<file path="src/rtl/bkpt_pkg.sv">
package bkpt_pkg;

  typedef enum logic [1:0] {
    EV_FETCH = 2'b00,
    EV_WRITE = 2'b01,
    EV_READ  = 2'b10,
    EV_IO    = 2'b11
  } ev_kind_e;

  typedef enum logic [1:0] {
    BK_EXEC  = 2'b00,
    BK_WRITE = 2'b01,
    BK_IO    = 2'b10,
    BK_RW    = 2'b11
  } bp_kind_e;

  typedef struct packed {
    logic       en;
    logic [1:0] kind;
    logic [1:0] len;
  } bp_cfg_t;

  localparam int GUARD_BIT    = 13;
  localparam int STEP_BIT     = 14;
  localparam int FIELD_LSB    = 16;
  localparam int FIELD_STRIDE = 4;
  localparam int LEN_OFS      = 2;

  function automatic logic [3:0] len_bytes(input logic [1:0] code);
    case (code)
      2'b00:   return 4'd1;
      2'b01:   return 4'd2;
      2'b11:   return 4'd4;
      default: return 4'd8;
    endcase
  endfunction

  function automatic logic [3:0] size_bytes(input logic [1:0] code);
    return 4'd1 << code;
  endfunction

  function automatic logic kind_ok(input logic [1:0] bk, input logic [1:0] ek);
    case (bk)
      BK_EXEC:  return ek == EV_FETCH;
      BK_WRITE: return ek == EV_WRITE;
      BK_IO:    return ek == EV_IO;
      default:  return (ek == EV_READ) || (ek == EV_WRITE);
    endcase
  endfunction

endpackage

</file>
<file path="src/rtl/bkpt_match.sv">
module bkpt_match
  import bkpt_pkg::*;
#(
  parameter int AW = 32
) (
  input  bp_cfg_t         cfg,
  input  logic [AW-1:0]   watch,
  input  logic            ev_valid,
  input  logic [AW-1:0]   ev_addr,
  input  logic [1:0]      ev_size,
  input  logic [1:0]      ev_kind,
  output logic            hit
);
  localparam logic [AW:0] ONE = (AW+1)'(1);

  logic [3:0]    lb;
  logic [3:0]    sb;
  logic [AW-1:0] lmask;
  logic [AW:0]   wlo, whi, alo, ahi;
  logic          overlap;

  always_comb begin
    lb      = len_bytes(cfg.len);
    sb      = size_bytes(ev_size);
    lmask   = ~({{(AW-4){1'b0}}, lb} - {{(AW-1){1'b0}}, 1'b1});
    wlo     = {1'b0, watch & lmask};
    whi     = wlo + {{(AW-3){1'b0}}, lb} - ONE;
    alo     = {1'b0, ev_addr};
    ahi     = alo + {{(AW-3){1'b0}}, sb} - ONE;
    overlap = (alo <= whi) && (ahi >= wlo);
    hit     = ev_valid && cfg.en && kind_ok(cfg.kind, ev_kind) && overlap;
  end
endmodule

</file>
<file path="src/rtl/bkpt_access.sv">
module bkpt_access #(
  parameter int IDX_W     = 3,
  parameter int ALIAS_LO  = 4,
  parameter int ALIAS_OFS = 2
) (
  input  logic             req,
  input  logic [IDX_W-1:0] idx,
  input  logic             dbg_ext,
  input  logic             guard_en,
  output logic             gd_trap,
  output logic             illegal_evt,
  output logic             acc_ok,
  output logic [IDX_W-1:0] eff_idx
);
  logic alias_idx;

  always_comb begin
    alias_idx   = (int'(idx) == ALIAS_LO) || (int'(idx) == ALIAS_LO + 1);
    gd_trap     = req && guard_en;
    illegal_evt = req && !guard_en && dbg_ext && alias_idx;
    acc_ok      = req && !guard_en && !(dbg_ext && alias_idx);
    eff_idx     = alias_idx ? idx + IDX_W'(ALIAS_OFS) : idx;
  end
endmodule

</file>
<file path="src/rtl/hw_bkpt_unit.sv">
module hw_bkpt_unit
  import bkpt_pkg::*;
#(
  parameter int NUM_BP = 4,
  parameter int AW     = 32,
  parameter int IDX_W  = 3
) (
  input  logic             clk,
  input  logic             rst,
  input  logic             reg_req,
  input  logic             reg_we,
  input  logic [IDX_W-1:0] reg_idx,
  input  logic [AW-1:0]    reg_wdata,
  output logic [AW-1:0]    reg_rdata,
  input  logic             dbg_ext,
  input  logic             ev_valid,
  input  logic [AW-1:0]    ev_addr,
  input  logic [1:0]       ev_size,
  input  logic [1:0]       ev_kind,
  input  logic             step_in,
  output logic             dbg_exc,
  output logic             illegal_exc
);
  localparam int BP_IW    = (NUM_BP > 1) ? $clog2(NUM_BP) : 1;
  localparam int STAT_IDX = 6;
  localparam int CTL_IDX  = 7;
  localparam logic [AW-1:0] CTL_MASK =
      AW'((64'd1 << (2 * NUM_BP)) - 64'd1) |
      AW'(64'd1 << GUARD_BIT) |
      AW'(((64'd1 << (FIELD_STRIDE * NUM_BP)) - 64'd1) << FIELD_LSB);
  localparam logic [AW-1:0] STAT_MASK =
      AW'((64'd1 << NUM_BP) - 64'd1) |
      AW'(64'd1 << GUARD_BIT) |
      AW'(64'd1 << STEP_BIT);

  logic [NUM_BP-1:0][AW-1:0] bp_addr_q;
  logic [AW-1:0]             ctl_q, stat_q;
  logic [AW-1:0]             ctl_d, stat_d;
  logic [NUM_BP-1:0]         hit_vec;
  logic                      gd_trap, illegal_evt, acc_ok;
  logic [IDX_W-1:0]          eff_idx;
  logic                      wr_ok, stat_wr, ctl_wr;
  logic                      dbg_exc_q, illegal_q;

  bkpt_access #(
    .IDX_W    (IDX_W),
    .ALIAS_LO (4),
    .ALIAS_OFS(2)
  ) u_access (
    .req        (reg_req),
    .idx        (reg_idx),
    .dbg_ext    (dbg_ext),
    .guard_en   (ctl_q[GUARD_BIT]),
    .gd_trap    (gd_trap),
    .illegal_evt(illegal_evt),
    .acc_ok     (acc_ok),
    .eff_idx    (eff_idx)
  );

  generate
    for (genvar n = 0; n < NUM_BP; n++) begin : g_bp
      bp_cfg_t cfg;
      always_comb begin
        cfg.en   = ctl_q[2*n] | ctl_q[2*n+1];
        cfg.kind = ctl_q[FIELD_LSB + FIELD_STRIDE*n +: 2];
        cfg.len  = ctl_q[FIELD_LSB + FIELD_STRIDE*n + LEN_OFS +: 2];
      end
      bkpt_match #(.AW(AW)) u_match (
        .cfg     (cfg),
        .watch   (bp_addr_q[n]),
        .ev_valid(ev_valid),
        .ev_addr (ev_addr),
        .ev_size (ev_size),
        .ev_kind (ev_kind),
        .hit     (hit_vec[n])
      );
    end
  endgenerate

  always_comb begin
    wr_ok   = acc_ok && reg_we;
    stat_wr = wr_ok && (int'(eff_idx) == STAT_IDX);
    ctl_wr  = wr_ok && (int'(eff_idx) == CTL_IDX);

    ctl_d = ctl_wr ? (reg_wdata & CTL_MASK) : ctl_q;
    if (gd_trap) ctl_d[GUARD_BIT] = 1'b0;

    stat_d = stat_wr ? (reg_wdata & STAT_MASK) : stat_q;
    stat_d[NUM_BP-1:0] = stat_d[NUM_BP-1:0] | hit_vec;
    if (gd_trap) stat_d[GUARD_BIT] = 1'b1;
    if (step_in) stat_d[STEP_BIT]  = 1'b1;
  end

  always_ff @(posedge clk) begin
    if (rst) begin
      bp_addr_q <= '0;
      ctl_q     <= '0;
      stat_q    <= '0;
      dbg_exc_q <= 1'b0;
      illegal_q <= 1'b0;
    end else begin
      ctl_q     <= ctl_d;
      stat_q    <= stat_d;
      dbg_exc_q <= (|hit_vec) | gd_trap | step_in;
      illegal_q <= illegal_evt;
      if (wr_ok && (int'(eff_idx) < NUM_BP))
        bp_addr_q[eff_idx[BP_IW-1:0]] <= reg_wdata;
    end
  end

  always_comb begin
    reg_rdata = '0;
    if (acc_ok && !reg_we) begin
      if (int'(eff_idx) < NUM_BP)          reg_rdata = bp_addr_q[eff_idx[BP_IW-1:0]];
      else if (int'(eff_idx) == STAT_IDX) reg_rdata = stat_q;
      else if (int'(eff_idx) == CTL_IDX)  reg_rdata = ctl_q;
    end
  end

  assign dbg_exc     = dbg_exc_q;
  assign illegal_exc = illegal_q;
endmodule

</file>
<file path="config.mk">
export PLATFORM = sky130hd
export DESIGN_NAME = hw_bkpt_unit
export DESIGN_NICKNAME = d
export VERILOG_FILES = /design/src/rtl/bkpt_pkg.sv /design/src/rtl/bkpt_match.sv /design/src/rtl/bkpt_access.sv /design/src/rtl/hw_bkpt_unit.sv
export SDC_FILE = /design/constraint.sdc
export NUM_CORES = 1
export LEC_CHECK = 0
export BUFFER_PORTS_ARGS = -buffer_cell sky130_fd_sc_hd__buf_2
export CAP_MARGIN = 20
export CORE_UTILIZATION = 35
export CTS_CLUSTER_SIZE = 40
export DETAILED_ROUTE_END_ITERATION = 10
export PLACE_DENSITY_LB_ADDON = 0.08
export SLEW_MARGIN = 25
export SYNTH_ARGS = -nofsm -noshare
export SYNTH_HDL_FRONTEND = slang
export SYNTH_SLANG_ARGS = --single-unit
</file>
<file path="constraint.sdc">
create_clock -name clk -period 5.75 [get_ports clk]
set_clock_uncertainty 0.2 [all_clocks]
set_input_delay 0.575 -clock clk [delete_from_list [all_inputs] [get_ports clk]]
set_output_delay 0.575 -clock clk [all_outputs]
set_load 0.05 [all_outputs]
</file>
==> metrics.csv, run 1 <==
stage;metric;value;unit
global_routing;grt_overflow;0;
setup_path;arrival;5.68;ns
placement;place_area;24400;sq um
logic_synthesis;synth-async-reset-ratio;0;%
clock_tree;cts_buffers;17;
global_routing;track_usage;29.1;%
run_status;violations;design-rule violations;
power;p_leak;11.2;nW
clock_tree;ctsHoldBuffers;0;
min_path;hold_path.class;in -> reg;
power;pwr-share-seq;21.2;%
finish;stdcell_area;25700;sq um
routing;drc;2;
power;internal-power;0.00313;W
logic_synthesis;yosys_warnings;0;
power;switching_share;42.8;%
sta;fin_crit;5.60;ns
finish;mostFrequentLayoutCells;ha_1, nand2_1, a21oi_1;
finish;final-seq-area;3250;sq um
routing;viasPerCell;5.64;
global_routing;grt_max_degree;74;
power;power;0.00548;W
die;ios;112;
finish;nets;3613;
logic_synthesis;synth.avg_cell_area;7.59;sq um
routing;wl;91600;um
finish;final_common_cell;ha_1;
power;clkPwrFrac;21.9;%
die;start_util;35.3;%
sta;min_period_over_period;97.4;%
clock_tree;clk_pin_slew;0.08;ns
setup_path;path_class;in -> reg;
power;switching_power;0.00235;W
clock_tree;htreeDepth;4;
finish;syn_to_final_growth;20.7;%
logic_synthesis;netlist_area;21300;sq um
sta;slew_violations;0;
flow_run;drv_cap;0;
sta;setup_violations;0;
routing;drt-initial-drc-count;1687;
power;p_comb_share;56.9;%
power;ir_drop;0.000162;V
logic_synthesis;synth_fp_nets;3309;
routing;dr_total_vias;22033;
setup_path;critPathMaxFanout;3;
sta;rsz0062_at_grt;true;
placement;place.gp.congestion;0.978;
logic_synthesis;synth.ff_latch_count;161;
routing;drt-pass1-iter-count;9;
die;die-area;61800;sq um
finish;num-fill-cells;6207;
setup_path;r2r_setup_slack;0.16;ns
setup_path;crit_top_cell;ha_1;
global_routing;grt_pass1_vias;21076;
placement;post-dp-hpwl;76300;um
sta;tightest_slew;0.992;ns
run_status;status;finished with violations;
die;die_height;249;um
logic_synthesis;yosys.area.top_type;ha_1;
clock_tree;cts_tree;built;
clock_tree;clk_latency;0.45;ns
clock_tree;clock-sinks;161;
sta;fmax;0.179;GHz
routing;wl_per_cell;23.4;um
logic_synthesis;ys_types;77;
logic_synthesis;synth_ff_type;dfxtp_1;
die;core_region_area;60200;sq um
logic_synthesis;syn_inst;2806;
placement;portBuffers;111;
power;power_density;213;nW/um^2
clock_tree;cts_buffer_depth;2;
setup_path;crit_required;5.83;ns
logic_synthesis;synth_top_area_share;24.7;%
finish;multi_input_area;17200;sq um
sta;hold_violations;0;
clock_tree;clockRootBuffer;clkbuf_16;
die;rows;90;
global_routing;antenna_found_initial;5;
setup_path;crit_slowest_cell;fa_1;
logic_synthesis;ys_seq_area_share;15.1;%
setup_path;slowest_delay;0.42;ns
routing;ant_nets;0;
finish;final_core_util;42.7;%
finish;drive_gt1_share;18.5;%
setup_path;cpLargestDelayFamily;compound AO/OA/AOI/OAI gates;
die;die_w;249;um
setup_path;crit_buf_inv;3;
sta;slew_headroom;33.9;%
setup_path;cp-start-kind;input pin;
logic_synthesis;synth_edf_count;0;
setup_path;end_kind;flip-flop;
global_routing;grt_pass1_wl;134000;um
logic_synthesis;yosys-top-cells-area;ha_1, dfxtp_1, a21oi_1, nand2_1, inv_1;
[power by group through the flow]
stage	Clock [W]	Combinational [W]	Sequential, W
2_1_floorplan	0	0.00179	0.00117
3_3_place_gp	0	0.00287	0.00119
3_5_place_dp	0	0.00292	0.00119
4_1_cts	0.00122	0.00301	0.00116
5_1_grt	0.00126	0.00342	0.00116
6_report	0.00120	0.00312	0.00116
[layer usage]
metal,GRT usage (%),wire (um)
met1,42.8,44200
met2,45.6,39600
met3,2.60,5800
met4,6.18,1910
met5,0,13
[worst register-to-register path, delay by kind of cell (launching register included)]
family | cells | cell delay [ns]
AOI/OAI and AO/OA | 12 | 2.21
adders and majority gates | 3 | 0.90
buffers and inverters | 5 | 0.86
and+or+nand+nor | 4 | 0.50
xor gates and xnor gates | 2 | 0.43
DFF | 1 | 0.42
[state kept, by name, indices dropped and copies added, names as in the netlist]
signal and flops:
bp_addr_q 128, ctl_q 25, stat_q 6, dbg_exc 1
illegal_exc 1
[cell usage after synthesis (4+ instances only)]
master       n
a211oi_1    24
a2111oi_0    8
o211a_1      5
o211ai_1    22
a22o_1      21
or2_2       18
o21a_1      37
nor3_1      45
a21o_1     137
mux4_2      36
xnor2_1     76
and3_1      16
a31oi_1     12
nor2_1     106
a31o_2       5
a21oi_1    339
and4_1       6
dfxtp_1    161
xor2_1      71
o21ai_1      6
inv_1      315
nor4_1      12
and2_1      17
clkbuf_1    75
nand3_1     45
a211o_1      7
ha_1       420
nor2b_1     21
nand2b_1    46
mux2i_1     12
o31ai_1      8
o21ai_0     89
nand2_1    402
o21bai_1    32
or3_1        9
buf_1        5
fa_1         5
a41oi_1      4
a221o_1      8
o221ai_1     4
nand4_1     64
[area by class of cell]
type	count	share of cell area [%]
multi-input combinational	2250	66.9
clock buffer	17	1.66
antenna	1	0.00974
sequential	161	12.6
clock inverter	15	0.716
inverter	315	4.60
timing repair buffer	365	9.67
tap	782	3.81
[final timing paths]
| path | depth (start not counted) | start | to |
|---|---|---|---|
| min | 3 | dbg_ext | illegal_exc |
| min reg2reg | 2 | bp_addr_q[35] | bp_addr_q[35] |
| max reg2reg | 26 | ctl_q[30] | stat_q[3] |
| max | 26 | ev_size[1] | dbg_exc |
[cells by family after synthesis]
logic type	after synthesis	share of synthesized area, %
xor gates and xnor gates	147	6.05
AOI/OAI and AO/OA	807	24.3
muxes	49	4.43
adders and majority gates	425	25.2
buffers and inverters	395	6.96
and+or+nand+nor	822	18.0
DFF	161	15.1
[through the flow]
step | std cells | setup WS, ns | hold slack [ns] | setup TNS, ns
2_1_floorplan | 2806 | 0.190 | 0.246 | 0
3_5_place_dp | 3859 | -0.921 | 0.268 | -3.63
3_3_place_gp | 3859 | -0.791 | 0.261 | -3.26
4_1_cts | 3896 | 0.000452 | 0.147 | 0
5_1_grt | 3905 | -0.0421 | 0.177 | -0.0817
6_report | 3906 | 0.152 | 0.163 | 0
[what timing repair did]
action                     CTS  global route
gates resized for setup     58            78
setup buffers                6            10
cloned                       0             0
pin swaps                   21            69
setup endpoints to repair    5             5
Note: power is estimated with default switching activity, not from simulation.
==> run 2: changes to the inputs <==
--- a/config.mk
+++ b/config.mk
@@ -7,7 +7,8 @@
 export LEC_CHECK = 0
 export BUFFER_PORTS_ARGS = -buffer_cell sky130_fd_sc_hd__buf_2
 export CAP_MARGIN = 20
-export CORE_UTILIZATION = 35
+export CORE_UTILIZATION = 25
+export CTS_BUF_LIST = sky130_fd_sc_hd__clkbuf_16
 export CTS_CLUSTER_SIZE = 40
 export DETAILED_ROUTE_END_ITERATION = 10
 export PLACE_DENSITY_LB_ADDON = 0.08
==> metrics.csv, run 2 (synthesized netlist as in run 1, its figures left out) <==
stage;metric;value;unit;change
run_status;status;complete, no violations;;
clock_tree;clk_latency;0.46;ns;about the same
sta;tightest_slew;1.13;ns;+0.138 ns
routing;wl;101000;um;+10%
global_routing;grt_overflow;0;;unchanged
min_path;hold_end;illegal_exc;;
global_routing;grt_pass1_wl;145000;um;+8.1%
die;die-area;86300;sq um;+40%
global_routing;track_usage;23.1;%;-6.0 points
clock_tree;htreeDepth;4;;unchanged
power;power_density;210;nW/um^2;-1.3%
flow_run;drv_cap;0;;unchanged
sta;fmax;0.179;GHz;+0.23%
placement;post-dp-hpwl;84300;um;+10%
finish;final_common_cell;ha_1;;
finish;top_regs;bp_addr_q: 128 flops, ctl_q: 25 flops, stat_q: 6 flops;;
setup_path;path_class;reg -> reg;;
routing;drt-pass1-iter-count;5;;-4
setup_path;cp-start-kind;flip-flop;;
setup_path;timing.rr.end;dbg_exc;;
setup_path;r2r_cells;24;;-7.7%
clock_tree;clk_pin_slew;0.07;ns;about the same
setup_path;arrival;5.76;ns;+0.08 ns
die;die_height;294;um;+18%
clock_tree;clock-sinks;161;;unchanged
setup_path;r2r_setup_slack;0.17;ns;about the same
global_routing;grt_pass1_vias;21418;;+1.6%
sta;slew_violations;0;;unchanged
sta;setup_violations;0;;unchanged
min_path;hold_path.startpoint;dbg_ext;;
setup_path;crit_required;5.93;ns;+0.10 ns
finish;mostFrequentLayoutCells;ha_1, nand2_1, a21oi_1;;
routing;ant_nets;0;;unchanged
setup_path;r2r-start;ctl_q[30];;
clock_tree;cts_tree;built;;
placement;portBuffers;111;;unchanged
power;p_leak;11.4;nW;+1.6%
finish;largest_reg_flops;128;;unchanged
sta;setup_tns;0;ns;unchanged
power;ir_drop;0.000163;V;+0.55%
finish;nets;3646;;+0.91%
min_path;hold_path.class;in -> reg;;
die;ios;112;;unchanged
placement;place.gp.congestion;0.913;;-6.6%
routing;wl_per_cell;23.5;um;+0.27%
setup_path;critPathMaxFanout;7;;+4
global_routing;antenna_found_initial;3;;-2
sta;slew_headroom;24.7;%;-9.2 points
finish;syn_to_final_growth;24.2;%;
setup_path;end_kind;flip-flop;;
finish;drive_gt1_share;19.5;%;+0.98 points
routing;drc;0;;-2
clock_tree;clockRootBuffer;clkbuf_16;;
sta;fin_crit;5.58;ns;-0.0127 ns
routing;viasPerCell;5.10;;-9.6%
min_path;hold_path_depth;3;;unchanged
die;die_w;294;um;+18%
clock_tree;cts_buffer_depth;2;;unchanged
die;rows;106;;+18%
sta;min_period_over_period;97.1;%;-0.22 points
clock_tree;cts_buffers;17;;unchanged
sta;hold_violations;0;;unchanged
clock_tree;ctsHoldBuffers;0;;unchanged
routing;dr_total_vias;21887;;-0.66%
global_routing;grt_max_degree;62;;-16%
die;start_util;25.4;%;-10 points
routing;drt-initial-drc-count;1434;;-15%
die;core_region_area;84000;sq um;+39%
sta;hold_slack;0.159;ns;-0.00370 ns
finish;regMostFlops;bp_addr_q;;
==> run 2: metrics by stage <==
step / total power, W / instance area, sq um / util [%] / worst slack, ns / std cells
global placement: 0.00415 / 25000 / 29.8 / -0.954 / 4242
CTS: 0.00548 / 25900 / 30.9 / 0.00317 / 4275
detailed placement: 0.00418 / 25000 / 29.8 / -0.969 / 4242
global route: 0.00597 / 26400 / 31.5 / -0.0124 / 4290
floorplan: 0.00296 / 21300 / - / 0.190 / 2806
finish: 0.00556 / 26400 / 31.5 / 0.165 / 4291
==> run 2: layer usage <==
layer | part of all wire, % | up-vias | routed length, um | track usage, %
met2 | 43 | 542 | 43800 | 36.4
met4 | 2.3 | 0 | 2340 | 5.63
met5 | 0 | - | 0 | 0
met3 | 3.8 | 69 | 3850 | 1.44
li1 | - | 10650 | - | -
met1 | 50 | 10626 | 50900 | 33.9
==> run 2: worst max path at each step <==
stage | endpoint | start | cells after the start | slack (ns)
finish | dbg_exc | ctl_q[30] | 24 | 0.17
global route | dbg_exc | ctl_q[27] | 25 | -0.01
CTS | dbg_exc | ctl_q[18] | 22 | 0.003
detailed placement | dbg_exc | ev_size[1] | 25 | -0.97
global placement | dbg_exc | ev_size[1] | 25 | -0.95
floorplan | dbg_exc | ev_size[1] | 26 | 0.19
==> run 2: layout make-up <==
cell class | instances | area (sq um)
well taps | 1134 | 1420
clock inverters | 15 | 156
inverters | 315 | 1180
flip-flops and latches | 161 | 3250
repair buffers | 398 | 2730
clock buffers | 17 | 425
fillers | 9166 | 57500
diodes | 1 | 2.50
multi-input cells | 2250 | 17300
==> run 2: critical path, cell delays in order (launching register included) <==
cell      delay, ns
dfxtp_4        0.43
xor2_1         0.15
nand2b_1       0.07
ha_2           0.20
fa_2           0.43
a211oi_4       0.30
o21ai_2        0.09
a31oi_1        0.21
buf_4          0.17
o211ai_1       0.20
a31o_2         0.34
o41ai_4        0.36
buf_4          0.18
nand2b_4       0.12
and2_4         0.15
o221ai_2       0.13
xnor2_2        0.17
ha_1           0.33
a21oi_2        0.18
nand3b_1       0.17
a21o_1         0.19
o221ai_1       0.19
buf_4          0.18
o211ai_1       0.14
a41oi_2        0.21
==> run 2: report_power, final <==
part	switching (W)	internal, W
sequential	0.0000325	0.00113
combinational	0.00175	0.00144
clock	0.000561	0.000648
total	0.00234	0.00322
==> run 2: repair_timing <==
action | in CTS | in global routing
resized for setup | 58 | 90
pin swaps | 21 | 82
setup buffers | 2 | 16
setup endpoints to repair | 5 | 5
